==> src/rtl/uart_data_buffer.sv <==
module uart_data_buffer #(
  parameter int DEPTH = 32,
  parameter int DW    = 8
) (
  input  logic          clk,
  input  logic          rst_n,
  input  logic          fifo_en,
  input  logic          cpu_wr,
  input  logic [DW-1:0] cpu_wdata,
  input  logic          cpu_rd,
  output logic [DW+3:0] cpu_rdata,
  output logic          tx_full,
  output logic          tx_empty,
  output logic          rx_full,
  output logic          rx_empty,
  output logic          tx_valid,
  output logic [DW-1:0] tx_data,
  input  logic          tx_pop,
  input  logic          rx_push,
  input  logic [DW-1:0] rx_data,
  input  logic [2:0]    rx_err
);
  localparam int AW = (DEPTH > 1) ? $clog2(DEPTH) : 1;
  localparam int CW = $clog2(DEPTH + 1);
  localparam int RW = DW + 4;

  function automatic logic [AW-1:0] inc(input logic [AW-1:0] p);
    return (p == AW'(DEPTH - 1)) ? '0 : p + 1'b1;
  endfunction

  logic          en_q;
  logic [CW-1:0] cap;
  wire flush = fifo_en ^ en_q;
  assign cap = fifo_en ? CW'(DEPTH) : CW'(1);

  logic [DW-1:0] tmem [DEPTH];
  logic [AW-1:0] twp, trp;
  logic [CW-1:0] tcnt;
  assign tx_full  = tcnt == cap;
  assign tx_empty = tcnt == '0;
  assign tx_valid = !tx_empty;
  assign tx_data  = tmem[trp];
  wire t_in  = cpu_wr && !tx_full && !flush;
  wire t_out = tx_pop && !tx_empty && !flush;

  logic [RW-1:0] rmem [DEPTH];
  logic [AW-1:0] rwp, rrp;
  logic [CW-1:0] rcnt;
  assign rx_full   = rcnt == cap;
  assign rx_empty  = rcnt == '0;
  assign cpu_rdata = rx_empty ? '0 : rmem[rrp];
  wire r_in  = rx_push && !rx_full && !flush;
  wire r_ovr = rx_push && rx_full && !flush;
  wire r_out = cpu_rd && !rx_empty && !flush;
  wire [AW-1:0] rlast = (rwp == '0) ? AW'(DEPTH - 1) : rwp - 1'b1;

  always_ff @(posedge clk or negedge rst_n)
    if (!rst_n) en_q <= 1'b0;
    else        en_q <= fifo_en;

  always_ff @(posedge clk) begin
    if (t_in) tmem[twp] <= cpu_wdata;
    if (r_in) rmem[rwp] <= {1'b0, rx_err, rx_data};
    if (r_ovr) rmem[rlast][RW-1] <= 1'b1;
  end

  always_ff @(posedge clk or negedge rst_n) begin
    if (!rst_n) begin
      twp <= '0; trp <= '0; tcnt <= '0;
      rwp <= '0; rrp <= '0; rcnt <= '0;
    end else if (flush) begin
      twp <= '0; trp <= '0; tcnt <= '0;
      rwp <= '0; rrp <= '0; rcnt <= '0;
    end else begin
      if (t_in)  twp <= inc(twp);
      if (t_out) trp <= inc(trp);
      tcnt <= tcnt + CW'(t_in) - CW'(t_out);
      if (r_in)  rwp <= inc(rwp);
      if (r_out) rrp <= inc(rrp);
      rcnt <= rcnt + CW'(r_in) - CW'(r_out);
    end
  end

  assert_tx_cap_R2: assert property (@(posedge clk) disable iff (!rst_n)
    !flush |-> tcnt <= cap);
  assert_rx_cap_R4: assert property (@(posedge clk) disable iff (!rst_n)
    !flush |-> rcnt <= cap);
  assert_drop_full_R6: assert property (@(posedge clk) disable iff (!rst_n)
    cpu_wr && tx_full && !tx_pop && !flush |=> $stable(tcnt));
  assert_overrun_R7: assert property (@(posedge clk) disable iff (!rst_n)
    rx_push && rx_full && !cpu_rd && !flush |=> $stable(rcnt) && $stable(rwp));
  assert_empty_read_R8: assert property (@(posedge clk) disable iff (!rst_n)
    cpu_rd && rx_empty && !rx_push |=> rx_empty && $stable(rrp));
  assert_flush_R9: assert property (@(posedge clk) disable iff (!rst_n)
    flush |=> tx_empty && rx_empty);
endmodule

==> config.mk <==
export PLATFORM = sky130hd
export DESIGN_NAME = uart_data_buffer
export DESIGN_NICKNAME = d
export VERILOG_FILES = /design/src/rtl/uart_data_buffer.sv
export SDC_FILE = /design/constraint.sdc
export NUM_CORES = 1
export LEC_CHECK = 0
export BUFFER_PORTS_ARGS = -buffer_cell sky130_fd_sc_hd__buf_4
export CAP_MARGIN = 30
export CORE_MARGIN = 2
export CORE_UTILIZATION = 45
export CTS_CLUSTER_DIAMETER = 80
export DETAILED_ROUTE_END_ITERATION = 8
export GPL_TIMING_DRIVEN = 0
export PLACE_DENSITY = 0.64
export SYNTH_ARGS = -nofsm -noshare
export SYNTH_HDL_FRONTEND = slang
export SYNTH_SLANG_ARGS = --single-unit
export TNS_END_PERCENT = 100
==> constraint.sdc <==
create_clock -name clk -period 3.95 [get_ports clk]
set_clock_uncertainty 0.2 [all_clocks]
set_input_delay 0.395 -clock clk [delete_from_list [all_inputs] [get_ports clk]]
set_output_delay 0.395 -clock clk [all_outputs]
set_load 0.05 [all_outputs]
# --- After elaboration in Yosys (flattened, before gate mapping) ---
# Memories as Yosys holds them, arrays and structs flattened.
# Index checks and enable logic that the tools add are counted.
totals:
  mem_count: 2
  mem_bits_rw: 640
  regBits: 33
op_classes:
  n_reduce_logical: 23
  n_mux: 26
  n_bitwise: 1
  n_eq_ne: 6
  add_sub_neg: 9
mem_list:
  columns: ["name", "words", "word_bits", "rd", "rd_ports_with_merged_regs", "wr", "line", "text"]
  rows:
  - ["rmem", 32, 12, 1, 0, 1, "46", "logic [RW-1:0] rmem [DEPTH];"]
  - ["tmem", 32, 8, 1, 0, 1, "36", "logic [DW-1:0] tmem [DEPTH];"]
op_table:
  columns: ["cell", "n"]
  rows:
  - ["2-to-1 mux 5 bit", 14]
  - ["2-to-1 mux 12 bit", 2]
  - ["adder 5 x 1 -> 5 bit, second input constant", 4]
  - ["== test 5 bit, second input constant", 4]
  - ["2-to-1 mux 6 bit", 3]
  - ["adder 6 x 1 -> 6 bit", 2]
  - ["== test 6 bit", 2]
  - ["zero test 6 bit", 2]
  - ["OR reduction 12 bit", 1]
  - ["subtractor 6 x 1 -> 6 bit", 2]
  - ["logical AND 1 bit", 10]
  - ["nonzero test 2 bit", 4]
  - ["2-to-1 mux 1 bit", 6]
  - ["zero test 1 bit", 5]
  - ["zero test 5 bit", 1]
  - ["subtractor 5 x 1 -> 5 bit, second input constant", 1]
  - ["2-to-1 mux 2 bit", 1]
  - ["bitwise XOR 1 bit", 1]

# --- Depth between registers and ports, before layout ---
depth:
  ltp_word: 8
  depth_mapped: 15
  ltp_nobuf: 14

# --- Worst setup path after synthesis ---
# OpenSTA, ideal clock, no wires.
synth_timing:
  path_kind: "register to register"
  start: "reg rcnt[2]"
  end: "reg rcnt[4]"
  arrival_time_ns: 3.099
  setup_slack_ns: 0.519
  path_buffers: 1
  required_time_ns: 3.618
  setup_time_ns: 0.132
  stages_incl_launch_ff: 16
  path_cell_list: "dfrtp_1 inv_1 ha_1 nor3b_1 o21a_1 clkbuf_1 nand2b_1 ha_1 inv_1 ha_1 fa_1 a21oi_1 nor2_1 nor2_1 xor2_1 nor2_1"
synth_between:
  elab_chain_len: 7
  elab_cells_between_ends: 11
  cone_classes: "2 x add/sub; 1 x eq/ne; 1 x mux; 7 x reduce/logical"
synth_lines:
  columns: ["item", "line", "text"]
  rows:
  - ["from (decl)", "48", "logic [CW-1:0] rcnt;"]
  - ["from (signal assigned)", "80", "rcnt <= rcnt + CW'(r_in) - CW'(r_out);"]
  - ["== test 6 bit", "49", "assign rx_full = rcnt == cap;"]
  - ["net rx_full", "14", "output logic rx_full,"]
  - ["zero test 1 bit", "52", "wire r_in = rx_push && !rx_full && !flush;"]
  - ["logical AND 1 bit (2 in series)", "52", null]
  - ["adder 6 x 1 -> 6 bit", "80", null]
  - ["subtractor 6 x 1 -> 6 bit", "80", null]
  - ["2-to-1 mux 6 bit", "71", "end else if (flush) begin"]
# The timed path passes the listed nets, and every way through them passes these cells.
# A chain may end at the register's enable or synchronous reset.

# --- Worst setup path in the final report ---
layout_timing:
  start: "reg trp[0]"
  end: "out tx_data[0]"
layout_between:
  elab_chain_len: 1
layout_lines:
  columns: ["item", "line", "text"]
  rows:
  - ["from (decl)", "37", "logic [AW-1:0] twp, trp;"]
  - ["from (signal assigned)", "76", "if (t_out) trp <= inc(trp);"]
  - ["memory (32 x 8 bit)", null, null]
  - ["to (decl)", "17", "output logic [DW-1:0] tx_data,"]
# Every way passes these cells.

==> impl_metrics.ini <==
[status]
outcome = complete, no violations

[worst_hold_path]
min_path_type = input port to register
worst_hold_path.endpoint = tmem[23][3]
whs_path_depth = 1
hold_start = cpu_wdata[3]

[routing]
wire_per_inst_um = 25.35
drc = 0
drtIter0Drc = 1462
drtAntennaViolNets = 0
dr.pass1.iters = 5
routed_via_density = 5.733
vias = 13690
wirelength_um = 60550

[logic_synthesis]
ys_seq_area_frac = 0.7338
synthFlopType = edfxtp_1
synth_warnings = 0
async_flop_share = 0.04903
synth_cells = 1379
yosysTopAreaCell = edfxtp_1
yosys.area.top_type_share = 0.7035
syn_area_um2 = 27320
synth_area_leaders = edfxtp_1 (70%), mux4_2 (14%), dfrtp_1 (3.0%)
synth-edff-count = 640
syn_area_per_cell_um2 = 19.81
synth.ff_latch_count = 673
ys_types = 53
syn-num-nets = 1435

[finish]
final_cell_area_um2 = 31540
multi_input_area_um2 = 6862
fin_nets = 1605
final-seq-area_um2 = 20040
drive_above_1_share = 0.2544
syn2layout_area_growth_pct = 15.47
fillers = 4701

[timing]
relSlewSlack = 0.3258
worst_pin_slew_ns = 1.008
final_max_slew_viol_count = 0
setup_slack_ns = 0.07400
max_freq_mhz = 258.0
finalSetupViolCount = 0
rsz0062_at_grt = yes
whs_ns = 0.01461
fin_crit_ns = 3.876
fin_crit_sh = 0.9813
hold_viol_final = 0

[floorplanning]
start_util = 0.4543
fp.dieW_um = 250.4
coreArea_um2 = 60130
dieArea_um2 = 62690
chipHeight_um = 250.4
ios = 51
rows = 90

[critical_path]
start_kind = register
rr_endpoint = rmem[11][10]
timing.rr.start = rcnt[2]
reg2reg_depth = 9
cp.arrival_ns = 3.28
slowest_stage = mux4_2
path_cells = clkbuf_1 -> buf_4 -> clkbuf_4 -> mux4_2 -> mux2i_1 -> a22oi_1 -> o21a_1 -> buf_4
r2r_slack_ns = 0.39
critPathMaxStageDelay_ns = 0.54
cp.required_ns = 3.36
endpoint_kind = primary output
path_class = register to primary output
crit_top_cell = buf_4
critPathMaxFanout = 10

[run]
maxCapViolCount = 0

[cts]
cts_setup_buffers = 0
clkSlewWorstSetupHoldPaths_ns = 0.06
cts.sinks = 673
cts-root-buf = clkbuf_16
tritoncts = done
cts.path.max_buffers = 3
htreeDepth = 3
insertion_delay_ns = 0.61
cts_buffers = 71

[place]
place_area_um2 = 29230
place_ws_ns = 0.06055
routabilityCongestion = 0.9193
dp_hpwl_um = 41300
io_buffers = 50

[pwr]
power_density_nw_per_um2 = 585.8
vdd_drop_max_v = 0.0004385
p_leak_nw = 9.992

[global_route]
grt_pass1_wl_um = 89990
grt_antenna_before_repair = 0
grt_overflow_total = 0
grt_pass1_vias = 14078
grt_max_degree = 34
grt_use_total = 0.1962
==> synth_stat cells (3+ instances only) <==
library cell / count
edfxtp_1: 640
mux4_2: 168
nor2_1: 94
mux2i_1: 69
clkbuf_1: 46
dfrtp_1: 33
nor3_1: 31
ha_1: 28
nand2_1: 24
a21oi_1: 23
inv_1: 23
and2_1: 18
buf_2: 18
nand3_1: 12
o221ai_1: 12
o22a_1: 12
nor3_2: 10
buf_1: 9
o21a_1: 9
a22oi_1: 8
and3_1: 8
o21ai_0: 8
or3_1: 6
xnor2_1: 6
nor3b_1: 5
or4_1: 5
a31oi_1: 4
nand3b_1: 4
o21ai_1: 4
nand2b_1: 3
or4b_1: 3
xor2_1: 3
==> worst max path at each step <==
stage	startpoint	endpoint	slack, ns	cells past startpoint
5_1_grt	trp[0]	tx_data[1]	-0.01	8
3_5_place_dp	fifo_en	tcnt[4]	0.06	14
2_1_floorplan	rcnt[2]	rcnt[4]	0.52	15
6_report	trp[0]	tx_data[0]	0.07	8
4_1_cts	rrp[1]	cpu_rdata[8]	0.004	6
3_3_place_gp	fifo_en	rcnt[4]	0.07	14
==> per-stage QoR <==
step                      cells  total power [mW]  utilization   TNS, ns
after CTS                  2386             18.61       0.5241         0
after global routing       2386             19.17       0.5245  -0.01843
after global placement     2211             12.18       0.4768         0
after detailed placement   2253             12.31       0.4861         0
after floorplan            1379             11.03            -         0
final                      2388             18.48       0.5246         0
==> final cells by class <==
| cell class | instances | area share |
|---|---|---|
| timing repair buffer | 97 | 0.03110 |
| clock buffer | 98 | 0.06156 |
| multi-input combinational | 607 | 0.2175 |
| inverter | 23 | 0.002737 |
| antenna | 2 | 0.0001587 |
| sequential | 673 | 0.6354 |
| tap | 782 | 0.03102 |
| clock inverter | 30 | 0.008369 |
| buffer | 76 | 0.01210 |
==> placed cells by master (no fill, tap or decap), types with 4 or more instances in the layout <==
cell             n
nor3_2          10
nand3_1         12
buf_2           10
a22oi_1          8
dlygate4sd3_1    5
and2_1          17
o22a_1          12
clkbuf_1        54
and3_1           8
mux4_2         168
o21a_1           9
buf_4           73
clkinv_1        13
buf_16           9
o221ai_1        12
a21oi_1         23
ha_1            28
clkbuf_2        14
clkbuf_4         5
inv_1           23
edfxtp_1       640
o21ai_1          4
a31oi_1          4
nand3b_1         4
buf_1            8
nor3_1          31
clkinv_2         8
mux2i_1         69
buf_6           17
clkbuf_16       74
or4_1            5
nor3b_1          5
o21ai_0          8
or3_1            6
dfrtp_1         33
nor2_1          94
nand2_1         24
xnor2_1          6
==> flip-flops by register name (all words and copies together) (netlist names), 5 cells and up <==
register  count
rcnt          6
rmem        384
tcnt          6
twp           5
tmem        256
rrp           5
rwp           5
trp           5
==> per-layer routing <==
| layer | track usage | wire length (µm) |
|---|---|---|
| met1 | 0.2846 | 26600 |
| met4 | 0.06159 | 1401 |
| met2 | 0.3035 | 28500 |
| met3 | 0.03710 | 4050 |
| met5 | 0 | 0 |
==> power breakdown <==
group          switching [mW]  internal [mW]
sequential             0.0778           7.99
clock                    2.70           3.60
combinational            2.43           1.67
==> cell families (layout without fill, tap and decap cells) <==
group           Yosys count  after routing  share of synthesized area
xor+xnor                 10             10                   0.003481
fa+ha+maj                30             30                    0.01429
other cells               0              2                          0
compound gates           91             91                    0.02359
simple gates            239            239                    0.04599
mux                     237            237                     0.1638
flops                   673            673                     0.7338
buf+inv                  99            324                    0.01511
==> worst max-delay path, delay by kind of cell (launching register included) <==
kind                   cells  cell delay, ns
AOI/OAI and AO/OA          2            0.37
buffers and inverters      4            1.08
DFF                        1            0.40
muxes                      2            0.80
==> timing repair <==
action | CTS | global route
gates resized for setup | 17 | 19
endpoints found under the setup margin | 20 | 20
hold buffers | 5 | 0
hold endpoints to repair | 69 | 0
No activity file was read; power rests on OpenSTA's default activity.
